$ cat src/rtl/pcm_pwr_pkg.sv
package pcm_pwr_pkg;

  typedef enum logic [1:0] {
    ST_ACTIVE = 2'd0,
    ST_SAVE   = 2'd1,
    ST_DOWN   = 2'd2,
    ST_WAKE   = 2'd3
  } pwrState_t;

  // strobes from control to datapath
  typedef struct packed {
    logic lockTimerRun;
    logic settleTimerRun;
  } ctlStrobe_t;

  // condensed conditions from datapath to control
  typedef struct packed {
    logic linkOk;
    logic pdnLow;
    logic lockTimeout;
    logic settleDone;
  } dpStatus_t;

endpackage

$ cat src/rtl/pcm_sync2.sv
module pcm_sync2 (
  input  logic clk,
  input  logic rst_n,
  input  logic din,
  output logic q,
  output logic qPrev
);
  logic meta;

  always_ff @(posedge clk or negedge rst_n) begin
    if (!rst_n) begin
      meta  <= 1'b0;
      q     <= 1'b0;
      qPrev <= 1'b0;
    end else begin
      meta  <= din;
      q     <= meta;
      qPrev <= q;
    end
  end
endmodule

$ cat src/rtl/pcm_frame_mon.sv
module pcm_frame_mon #(
  parameter int SYNC_TO = 8192
) (
  input  logic clk,
  input  logic rst_n,
  input  logic syncNow,
  input  logic syncPrev,
  input  logic bclkRise,
  output logic alive,
  output logic fault
);
  localparam int CW = $clog2(SYNC_TO + 1);
  localparam logic [CW-1:0] GAP_LIM = CW'(SYNC_TO);

  logic [CW-1:0] gapCnt;
  logic seenRise;
  logic syncRise, syncFall;

  assign syncRise = syncNow & ~syncPrev;
  assign syncFall = ~syncNow & syncPrev;
  assign alive    = (gapCnt != GAP_LIM);

  always_ff @(posedge clk or negedge rst_n) begin
    if (!rst_n) begin
      gapCnt   <= GAP_LIM;
      seenRise <= 1'b0;
      fault    <= 1'b0;
    end else begin
      if (syncRise)
        gapCnt <= '0;
      else if (gapCnt != GAP_LIM)
        gapCnt <= gapCnt + 1'b1;

      if (syncRise)
        seenRise <= bclkRise;
      else if (syncNow && bclkRise)
        seenRise <= 1'b1;

      if (syncFall)
        fault <= ~seenRise;
    end
  end

  // a frame fault can only appear at the end of a sync pulse
  a_r6_fault_on_fall: assert property (@(posedge clk) disable iff (!rst_n)
    $rose(fault) |-> $past(syncFall));

endmodule

$ cat src/rtl/pcm_pwr_dp.sv
module pcm_pwr_dp
  import pcm_pwr_pkg::*;
#(
  parameter int BCLK_TO    = 1024,
  parameter int SYNC_TO    = 8192,
  parameter int LOCK_TO    = 500000,
  parameter int SETTLE_CYC = 50000,
  parameter int N_SYNC     = 2
) (
  input  logic       clk,
  input  logic       rst_n,
  input  logic       bclk,
  input  logic       txSync,
  input  logic       rxSync,
  input  logic       rxMonEn,
  input  logic       powerDownN,
  input  logic       pllLock,
  input  ctlStrobe_t strobe,
  output dpStatus_t  status
);
  localparam int BW = $clog2(BCLK_TO + 1);
  localparam int LW = $clog2(LOCK_TO + 1);
  localparam int SW = $clog2(SETTLE_CYC + 1);
  localparam logic [BW-1:0] BCLK_LIM   = BW'(BCLK_TO);
  localparam logic [LW-1:0] LOCK_LIM   = LW'(LOCK_TO);
  localparam logic [SW-1:0] SETTLE_LIM = SW'(SETTLE_CYC);

  // bit clock
  logic bclkNow, bclkPrev, bclkRise, bclkAlive;
  logic [BW-1:0] bclkGap;

  pcm_sync2 u_bclkSync (.clk(clk), .rst_n(rst_n), .din(bclk), .q(bclkNow), .qPrev(bclkPrev));

  assign bclkRise  = bclkNow & ~bclkPrev;
  assign bclkAlive = (bclkGap != BCLK_LIM);

  always_ff @(posedge clk or negedge rst_n) begin
    if (!rst_n)
      bclkGap <= BCLK_LIM;
    else if (bclkNow != bclkPrev)
      bclkGap <= '0;
    else if (bclkGap != BCLK_LIM)
      bclkGap <= bclkGap + 1'b1;
  end

  // frame syncs: index 0 transmit, index 1 receive
  logic [N_SYNC-1:0] syncPin, syncNow, syncPrev, syncAlive, syncFault;
  assign syncPin = {rxSync, txSync};

  for (genvar g = 0; g < N_SYNC; g++) begin : g_sync
    pcm_sync2 u_sync (.clk(clk), .rst_n(rst_n), .din(syncPin[g]),
                      .q(syncNow[g]), .qPrev(syncPrev[g]));
    pcm_frame_mon #(.SYNC_TO(SYNC_TO)) u_mon (
      .clk(clk), .rst_n(rst_n), .syncNow(syncNow[g]), .syncPrev(syncPrev[g]),
      .bclkRise(bclkRise), .alive(syncAlive[g]), .fault(syncFault[g]));
  end

  // power-down pin synchroniser, resets to "not powered down"
  logic pdnMeta, pdnSync;
  always_ff @(posedge clk or negedge rst_n) begin
    if (!rst_n) begin
      pdnMeta <= 1'b1;
      pdnSync <= 1'b1;
    end else begin
      pdnMeta <= powerDownN;
      pdnSync <= pdnMeta;
    end
  end

  // lock wait and settle timers
  logic [LW-1:0] lockCnt;
  logic [SW-1:0] settleCnt;

  always_ff @(posedge clk or negedge rst_n) begin
    if (!rst_n) begin
      lockCnt   <= '0;
      settleCnt <= '0;
    end else begin
      if (!strobe.lockTimerRun)
        lockCnt <= '0;
      else if (!pllLock && lockCnt != LOCK_LIM)
        lockCnt <= lockCnt + 1'b1;

      if (!strobe.settleTimerRun || !pllLock)
        settleCnt <= '0;
      else if (settleCnt != SETTLE_LIM)
        settleCnt <= settleCnt + 1'b1;
    end
  end

  logic rxOk;
  assign rxOk = !rxMonEn || (syncAlive[1] && !syncFault[1]);

  assign status.linkOk      = bclkAlive && syncAlive[0] && !syncFault[0] && rxOk;
  assign status.pdnLow      = !pdnSync;
  assign status.lockTimeout = (lockCnt == LOCK_LIM);
  assign status.settleDone  = (settleCnt == SETTLE_LIM);

  // a bit-clock edge always revives the bit-clock monitor
  a_r3_edge_revives: assert property (@(posedge clk) disable iff (!rst_n)
    $past(bclkNow != bclkPrev) |-> bclkAlive);

endmodule

$ cat src/rtl/pcm_pwr_ctl.sv
module pcm_pwr_ctl
  import pcm_pwr_pkg::*;
(
  input  logic       clk,
  input  logic       rst_n,
  input  dpStatus_t  status,
  output ctlStrobe_t strobe,
  output pwrState_t  state,
  output logic       lockFault
);
  pwrState_t nxt;
  logic faultNxt;

  always_comb begin
    nxt      = state;
    faultNxt = lockFault;
    if (status.pdnLow) begin
      nxt      = ST_DOWN;
      faultNxt = 1'b0;
    end else begin
      case (state)
        ST_DOWN: nxt = ST_SAVE;
        ST_SAVE: if (status.linkOk) nxt = ST_WAKE;
        ST_WAKE: begin
          if (!status.linkOk) begin
            nxt = ST_SAVE;
          end else if (status.lockTimeout) begin
            nxt      = ST_SAVE;
            faultNxt = 1'b1;
          end else if (status.settleDone) begin
            nxt      = ST_ACTIVE;
            faultNxt = 1'b0;
          end
        end
        ST_ACTIVE: if (!status.linkOk) nxt = ST_SAVE;
        default: nxt = ST_SAVE;
      endcase
    end
  end

  always_ff @(posedge clk or negedge rst_n) begin
    if (!rst_n) begin
      state     <= ST_SAVE;
      lockFault <= 1'b0;
    end else begin
      state     <= nxt;
      lockFault <= faultNxt;
    end
  end

  assign strobe.lockTimerRun   = (state == ST_WAKE);
  assign strobe.settleTimerRun = (state == ST_WAKE);

  a_r2_down_priority: assert property (@(posedge clk) disable iff (!rst_n)
    status.pdnLow |=> (state == ST_DOWN));

  a_r7_wake_from_save: assert property (@(posedge clk) disable iff (!rst_n)
    (state == ST_WAKE && $past(state) != ST_WAKE) |-> $past(state) == ST_SAVE);

  a_r8_active_after_settle: assert property (@(posedge clk) disable iff (!rst_n)
    (state == ST_ACTIVE && $past(state) != ST_ACTIVE) |-> $past(status.settleDone));

  a_r9_fault_from_wake: assert property (@(posedge clk) disable iff (!rst_n)
    $rose(lockFault) |-> (state == ST_SAVE && $past(state) == ST_WAKE));

endmodule

$ cat src/rtl/pcm_pwr_seq.sv
module pcm_pwr_seq
  import pcm_pwr_pkg::*;
#(
  parameter int BCLK_TO    = 1024,
  parameter int SYNC_TO    = 8192,
  parameter int LOCK_TO    = 500000,
  parameter int SETTLE_CYC = 50000
) (
  input  logic       clk,
  input  logic       rst_n,
  input  logic       bclk,
  input  logic       txSync,
  input  logic       rxSync,
  input  logic       rxMonEn,
  input  logic       powerDownN,
  input  logic       pllLock,
  output logic       pwd,
  output logic       refPwd,
  output logic       dpwd,
  output logic       pcmOutEn,
  output logic       lockFault,
  output logic [1:0] pwrState
);
  ctlStrobe_t strobe;
  dpStatus_t  status;
  pwrState_t  state;

  pcm_pwr_dp #(
    .BCLK_TO(BCLK_TO), .SYNC_TO(SYNC_TO), .LOCK_TO(LOCK_TO), .SETTLE_CYC(SETTLE_CYC)
  ) u_dp (
    .clk(clk), .rst_n(rst_n), .bclk(bclk), .txSync(txSync), .rxSync(rxSync),
    .rxMonEn(rxMonEn), .powerDownN(powerDownN), .pllLock(pllLock),
    .strobe(strobe), .status(status));

  pcm_pwr_ctl u_ctl (
    .clk(clk), .rst_n(rst_n), .status(status), .strobe(strobe),
    .state(state), .lockFault(lockFault));

  assign pwrState = state;
  assign pwd      = (state == ST_SAVE) || (state == ST_DOWN);
  assign refPwd   = (state == ST_DOWN);
  assign dpwd     = (state != ST_ACTIVE);
  assign pcmOutEn = (state == ST_ACTIVE);

  // the output only ever turns on straight out of the settle phase
  a_r10_oe_after_settle: assert property (@(posedge clk) disable iff (!rst_n)
    $rose(pcmOutEn) |-> ($past(state) == ST_WAKE));

endmodule

$ cat config.mk
export PLATFORM = sky130hd
export DESIGN_NAME = pcm_pwr_seq
export DESIGN_NICKNAME = d
export VERILOG_FILES = /design/src/rtl/pcm_pwr_pkg.sv /design/src/rtl/pcm_sync2.sv /design/src/rtl/pcm_frame_mon.sv /design/src/rtl/pcm_pwr_dp.sv /design/src/rtl/pcm_pwr_ctl.sv /design/src/rtl/pcm_pwr_seq.sv
export SDC_FILE = /design/constraint.sdc
export NUM_CORES = 1
export LEC_CHECK = 0
export CORE_MARGIN = 2
export CORE_UTILIZATION = 55
export CTS_CLUSTER_DIAMETER = 80
export DETAILED_ROUTE_END_ITERATION = 7
export GPL_ROUTABILITY_DRIVEN = 0
export PLACE_DENSITY_LB_ADDON = 0.05
export SETUP_SLACK_MARGIN = 0.2
export SLEW_MARGIN = 20
export SYNTH_ARGS = -nofsm -noshare
export SYNTH_HDL_FRONTEND = slang
export SYNTH_SLANG_ARGS = --single-unit
$ cat constraint.sdc
create_clock -name clk -period 2 [get_ports clk]
set_clock_uncertainty 0.15 [all_clocks]
set_input_delay 0.6 -clock clk [delete_from_list [all_inputs] [get_ports clk]]
set_output_delay 0.6 -clock clk [all_outputs]
set_load 0.02 [all_outputs]
# Word level (Yosys, flattened, before mapping)
# Index checks and enable logic that the tools add are counted.
[totals] register_bits=92
[classes] n_addsub=5 eq_ne=18 muxes=26 n_bitwise=12 n_reduce_logical=25
[op_table] op="2-to-1 mux 14 bit" n=4
[op_table] op="2-to-1 mux 19 bit" n=2
[op_table] op="2-to-1 mux 16 bit" n=2
[op_table] op="adder 14 x 1 -> 14 bit, second input constant" n=2
[op_table] op="!= test 14 bit, second input constant" n=2
[op_table] op="2-to-1 mux 11 bit" n=2
[op_table] op="adder 19 x 1 -> 19 bit, second input constant" n=1
[op_table] op="equality test 19 bit, second input constant" n=1
[op_table] op="!= test 19 bit, second input constant" n=1
[op_table] op="adder 16 x 1 -> 16 bit, second input constant" n=1
[op_table] op="equality test 16 bit, second input constant" n=1
[op_table] op="!= test 16 bit, second input constant" n=1
[op_table] op="nonzero test 2 bit" n=7
[op_table] op="2-to-1 mux 2 bit" n=6
[op_table] op="adder 11 x 1 -> 11 bit, second input constant" n=1
[op_table] op="!= test 11 bit, second input constant" n=1
[op_table] op="2-to-1 mux 1 bit" n=9
[op_table] op="case mux 2 bit (4 select lines)" n=1
[op_table] op="logical AND 1 bit" n=7
[op_table] op="NOT 1 bit" n=7
[op_table] op="!= test 3 bit, second input constant" n=2
[op_table] op="AND reduction 3 bit" n=2
[op_table] op="bitwise AND 1 bit" n=5
[op_table] op="logical NOT 1 bit" n=5
[op_table] op="9 further kinds" n=13

# Depth between registers and ports, before layout
[logic_depth] ltp_word=7 mapped_depth=8 mapped_depth_nobuf=7

# Hierarchy
# Synthesis repeated with hierarchy kept, for this count alone.
[hier_totals] hier_cells=463 area_unflattened_um2=4790.8
[modules_own_cells] module="pcm_pwr_dp" instances=1 cells_per_inst=266 area_per_inst_um2=2600.0 seq_area_each_um2=1204.9
[modules_own_cells] module="pcm_frame_mon" instances=2 cells_per_inst=84 area_per_inst_um2=875.8 seq_area_each_um2=401.6
[modules_own_cells] module="pcm_sync2" instances=3 cells_per_inst=3 area_per_inst_um2=75.1 seq_area_each_um2=75.1
[modules_own_cells] module="pcm_pwr_ctl" instances=1 cells_per_inst=14 area_per_inst_um2=165.2 seq_area_each_um2=76.3
[modules_own_cells] module="pcm_pwr_seq" instances=1 cells_per_inst=6 area_per_inst_um2=48.8 seq_area_each_um2=0.0

# Worst setup path after synthesis
# OpenSTA, ideal clock, no wires.
[synth_timing] kind="flip-flop to flip-flop" start="register u_dp.lockCnt[0]" end="register u_dp.lockCnt[11]" arrival_time_ps=1779 t_required_ps=1710 path_slack_ps=-69 path_stages_with_launch=9 cell_sequence="dfrtp_1 inv_1 ha_1 nor4b_1 and3_4 a211o_1 buf_6 o311ai_0 o41ai_1"
[synth_between] elab_chain_cells=3 word_cells_on_any_way=6 classes_between="1 x add/sub; 2 x eq/ne; 2 x mux; 1 x reduce/logical"
[synth_rtl] element="start, declared" line="pcm_pwr_dp.sv:71" text="logic [LW-1:0] lockCnt;"
[synth_rtl] element="start signal, assigned" line="pcm_pwr_dp.sv:82" text="lockCnt <= lockCnt + 1'b1;"
[synth_rtl] element="adder 19 x 1 -> 19 bit / != test 19 bit (equally long branches)" line="pcm_pwr_dp.sv:82, pcm_pwr_dp.sv:81"
[synth_rtl] element="2-to-1 mux 19 bit / logical AND 1 bit (equally long branches)" line="pcm_pwr_dp.sv:81" text="else if (!pllLock && lockCnt != LOCK_LIM)"
[synth_rtl] element="2-to-1 mux 19 bit / != test 2 bit (equally long branches)"
# Several ways; a longest one is shown, not always the timed one. The select of a mux whose other input is x is not followed.
# A chain may end at the register's enable or synchronous reset.

# Final worst setup path
[layout_timing] start="register u_dp.lockCnt[10]" end="register u_dp.lockCnt[3]"
[layout_between] elab_chain_cells=3
[layout_rtl] element="!= test 19 bit" line="pcm_pwr_dp.sv:81"
[layout_rtl] element="logical AND 1 bit" line="pcm_pwr_dp.sv:81"
[layout_rtl] element="!= test 2 bit (no source line)"
# Every way passes these cells.

==> reports/metrics.cfg <==
[run_status]
status = finished, violations left
violations = negative setup slack

[global_route]
first_global_vias = 3595
grt_usage_pct = 23.5
antenna_found_initial = 0
grt_remaining_overflow = 0
grt_max_degree = 35
grt_pass1_wl_um = 16500

[floorplanning]
core_um2 = 8180
die_w_um = 95.4
rows = 33
die_y_um = 95.4
fp.dieArea_um2 = 9100
initial_core_util_pct = 56.2
io_pins = 15

[logic_synthesis]
synth_area_leaders = dfrtp_1 (47%), xor2_1 (5.0%), ha_1 (4.1%)
synth_top_family_by_area = simple AND/OR/NAND/NOR gates
yosysWarnings = 0
synth_seq_cells = 92
syn-cell-area_um2 = 4590
synth-xor-area-share_pct = 8.39
synthCells = 461
synth_mux_area_share_pct = 0.926
synthAdderAreaFrac_pct = 4.09
synthesis.nets = 484
yosys.cell_count.top_type = dfrtp_1
synth-simple-area-share_pct = 24.5
async_flop_share_pct = 100
ys.flop_type = dfrtp_1
synth_common_cells = dfrtp_1 (86), nor2_1 (50), nand2_1 (33)
synth-edff-count = 0
synth_top_area_cell = dfrtp_1
syn_area_per_cell_um2 = 9.96
synth.yosys.seq_area_share_pct = 50.3
yosys.area.top_type_share_pct = 46.9
synth_compound_area_share_pct = 8.72
synthDistinctLibCells = 54

[sta]
period_minus_slack_ns = 2.07
worst_slew_pin_slew_ns = 0.468
max-slew-margin-rel_pct = 68.4
fmax_mhz = 483
drv_slew = 0
finalSetupTns_ns = -0.490
timing.final.crit_share_pct = 103
hold_violations = 0
rsz0062_at_grt = yes
finalSetupViolations = 14
setup_ws_ns = -0.0695
whs_ns = 0.205

[critical_path]
arrival_ns = 2.17
crit_type = reg2reg
start_kind = flop
worstReg2RegEnd = u_dp.lockCnt[3]
worstSetupEndpointType = flop
path_max_fanout = 6
reg2reg_from = u_dp.lockCnt[10]
reg2reg_depth = 7
cp.required_ns = 2.10
crit_path_start = u_dp.lockCnt[10]
reg2reg_setup_slack_ns = -0.07

[clock_tree]
clkTransAtPathRegs_ns = 0.10
cts-buffers-inserted = 9
cts_tree = built
clock-sinks = 92
root_buffer = clkbuf_8
clockBufferDepth = 2
clk-insertion-delay-late_ns = 0.37
cts_max_level = 3

[drt]
drt-initial-drc-count = 235
dr_wl_met2_um = 5270
maxUsedRoutingLayer = met4
via_per_inst = 5.52
dr_wl_met3_um = 352
avgRoutedWirePerCell_um = 15.7
totalWireLength_um = 10800
wl_met1_um = 4840
vias = 3789
first_pass_iters = 5
ant_nets = 0
post-route-drc-count = 0

[placed_design]
place_area_um2 = 5440
place_hpwl_um = 6670
placement.io_buffers = 14

[final_layout]
fillCellCount = 525
syn_to_final_growth_pct = 38.8
antenna_cells = 0
fin_nets = 600
drive_gt1_share_pct = 35.7
final_cell_area_um2 = 6380

[worst_hold_path]
hp-start = u_dp.g_sync[0].u_sync.meta
hp-class = reg2reg
whs_path_depth = 0
holdPathEnd = u_dp.g_sync[0].u_sync.q

[pwr]
leakage_nw = 2.79
total_power_mw = 4.27
max-vdd-ir-drop_mv = 0.411
power_density_nw_per_um2 = 669

[run]
drv_cap = 0

power by group:
part,total [mW],leakage [nW],switching (mW),internal (mW)
combinational,0.774,1.47,0.376,0.398
clock,1.44,0.113,0.694,0.749
sequential,2.05,1.21,0.0890,1.96
flip-flops by register name, summed over array words and instances, names as in the netlist:
name                        cells
u_ctl.lockFault                 1
u_ctl.state                     2
u_dp.bclkGap                   11
u_dp.g_sync.u_mon.fault         2
u_dp.g_sync.u_mon.gapCnt       28
u_dp.g_sync.u_mon.seenRise      2
u_dp.g_sync.u_sync.meta         2
u_dp.g_sync.u_sync.q            2
u_dp.g_sync.u_sync.qPrev        2
u_dp.lockCnt                   19
u_dp.pdnMeta                    1
u_dp.pdnSync                    1
u_dp.settleCnt                 16
u_dp.u_bclkSync.meta            1
u_dp.u_bclkSync.q               1
u_dp.u_bclkSync.qPrev           1
layout by cell type (no fill, tap or decap), types with 4 or more instances in the layout:
master           instances
xnor2_1                 18
nand2b_1                 4
nand2_1                 31
nor2b_1                  7
ha_4                     4
or3_1                   12
buf_4                   74
and3_1                  10
inv_1                   20
and2_1                  14
or3_4                    4
ha_1                    10
clkbuf_8                10
clkdlybuf4s50_1          6
inv_2                    5
dfrtp_1                 83
nor4b_4                  6
a21oi_2                 11
o21ai_2                  4
o21ai_1                  4
nor2_1                  50
a21oi_1                 13
xor2_1                  25
nand3_1                 20
nand4_1                 12
buf_6                   27
dfstp_2                  6
o21ai_0                 11
kinds of logic after synthesis:
logic type | Yosys count
DFF | 92
muxes | 4
xor gates and xnor gates | 44
buffers and inverters | 35
and+or+nand+nor | 205
adders and majority gates | 15
AOI/OAI and AO/OA | 66
stage by stage:
step	instances	setup WS (ns)	util [%]
2_1_floorplan	461	0.0252	-
6_report	687	-0.0695	78.0
4_1_cts	671	-0.0734	74.2
5_1_grt	687	-0.133	78.0
3_3_place_gp	640	-0.234	66.5
3_5_place_dp	640	-0.326	66.5
timing repair:
| item | CTS | global route |
|---|---|---|
| endpoints found under the setup margin | 32 | 48 |
| hold endpoints to repair | 19 | 0 |
| gates resized for setup | 105 | 45 |
| setup buffers | 13 | 16 |
| pin swaps | 38 | 44 |
| cloned | 1 | 0 |
| hold buffers | 1 | 0 |
worst max path at each step:
| stage | endpoint | slack (ns) |
|---|---|---|
| detailed placement | u_dp.lockCnt[8] | -0.33 |
| global route | u_dp.lockCnt[3] | -0.13 |
| global placement | u_dp.lockCnt[6] | -0.23 |
| finish | u_dp.lockCnt[3] | -0.07 |
| floorplan | u_dp.lockCnt[15] | 0.03 |
| CTS | pwd | -0.07 |
per-layer routing:
layer	vias to the layer above	global-route usage [%]
li1	1839	-
met1	1846	30.6
met2	83	39.0
met3	21	3.48
met4	0	10.4
met5	-	0
worst max-delay path: stages, from the launching register on:
cell	delay, ns
dfrtp_1	0.41
nor4b_1	0.46
and2_1	0.32
a211o_4	0.22
buf_6	0.11
buf_6	0.10
xor2_1	0.14
nor2_1	0.05
area by class of cell:
cell class | instances | area (um^2) | area share, %
Tap cell | 105 | 131 | 2.06
Sequential cell | 92 | 2310 | 36.3
Multi-Input combinational cell | 335 | 2590 | 40.7
Clock inverter | 6 | 93.8 | 1.47
Clock buffer | 10 | 138 | 2.16
Timing Repair Buffer | 112 | 1000 | 15.7
Inverter | 27 | 105 | 1.65
Power figures use the tool's default switching activity.
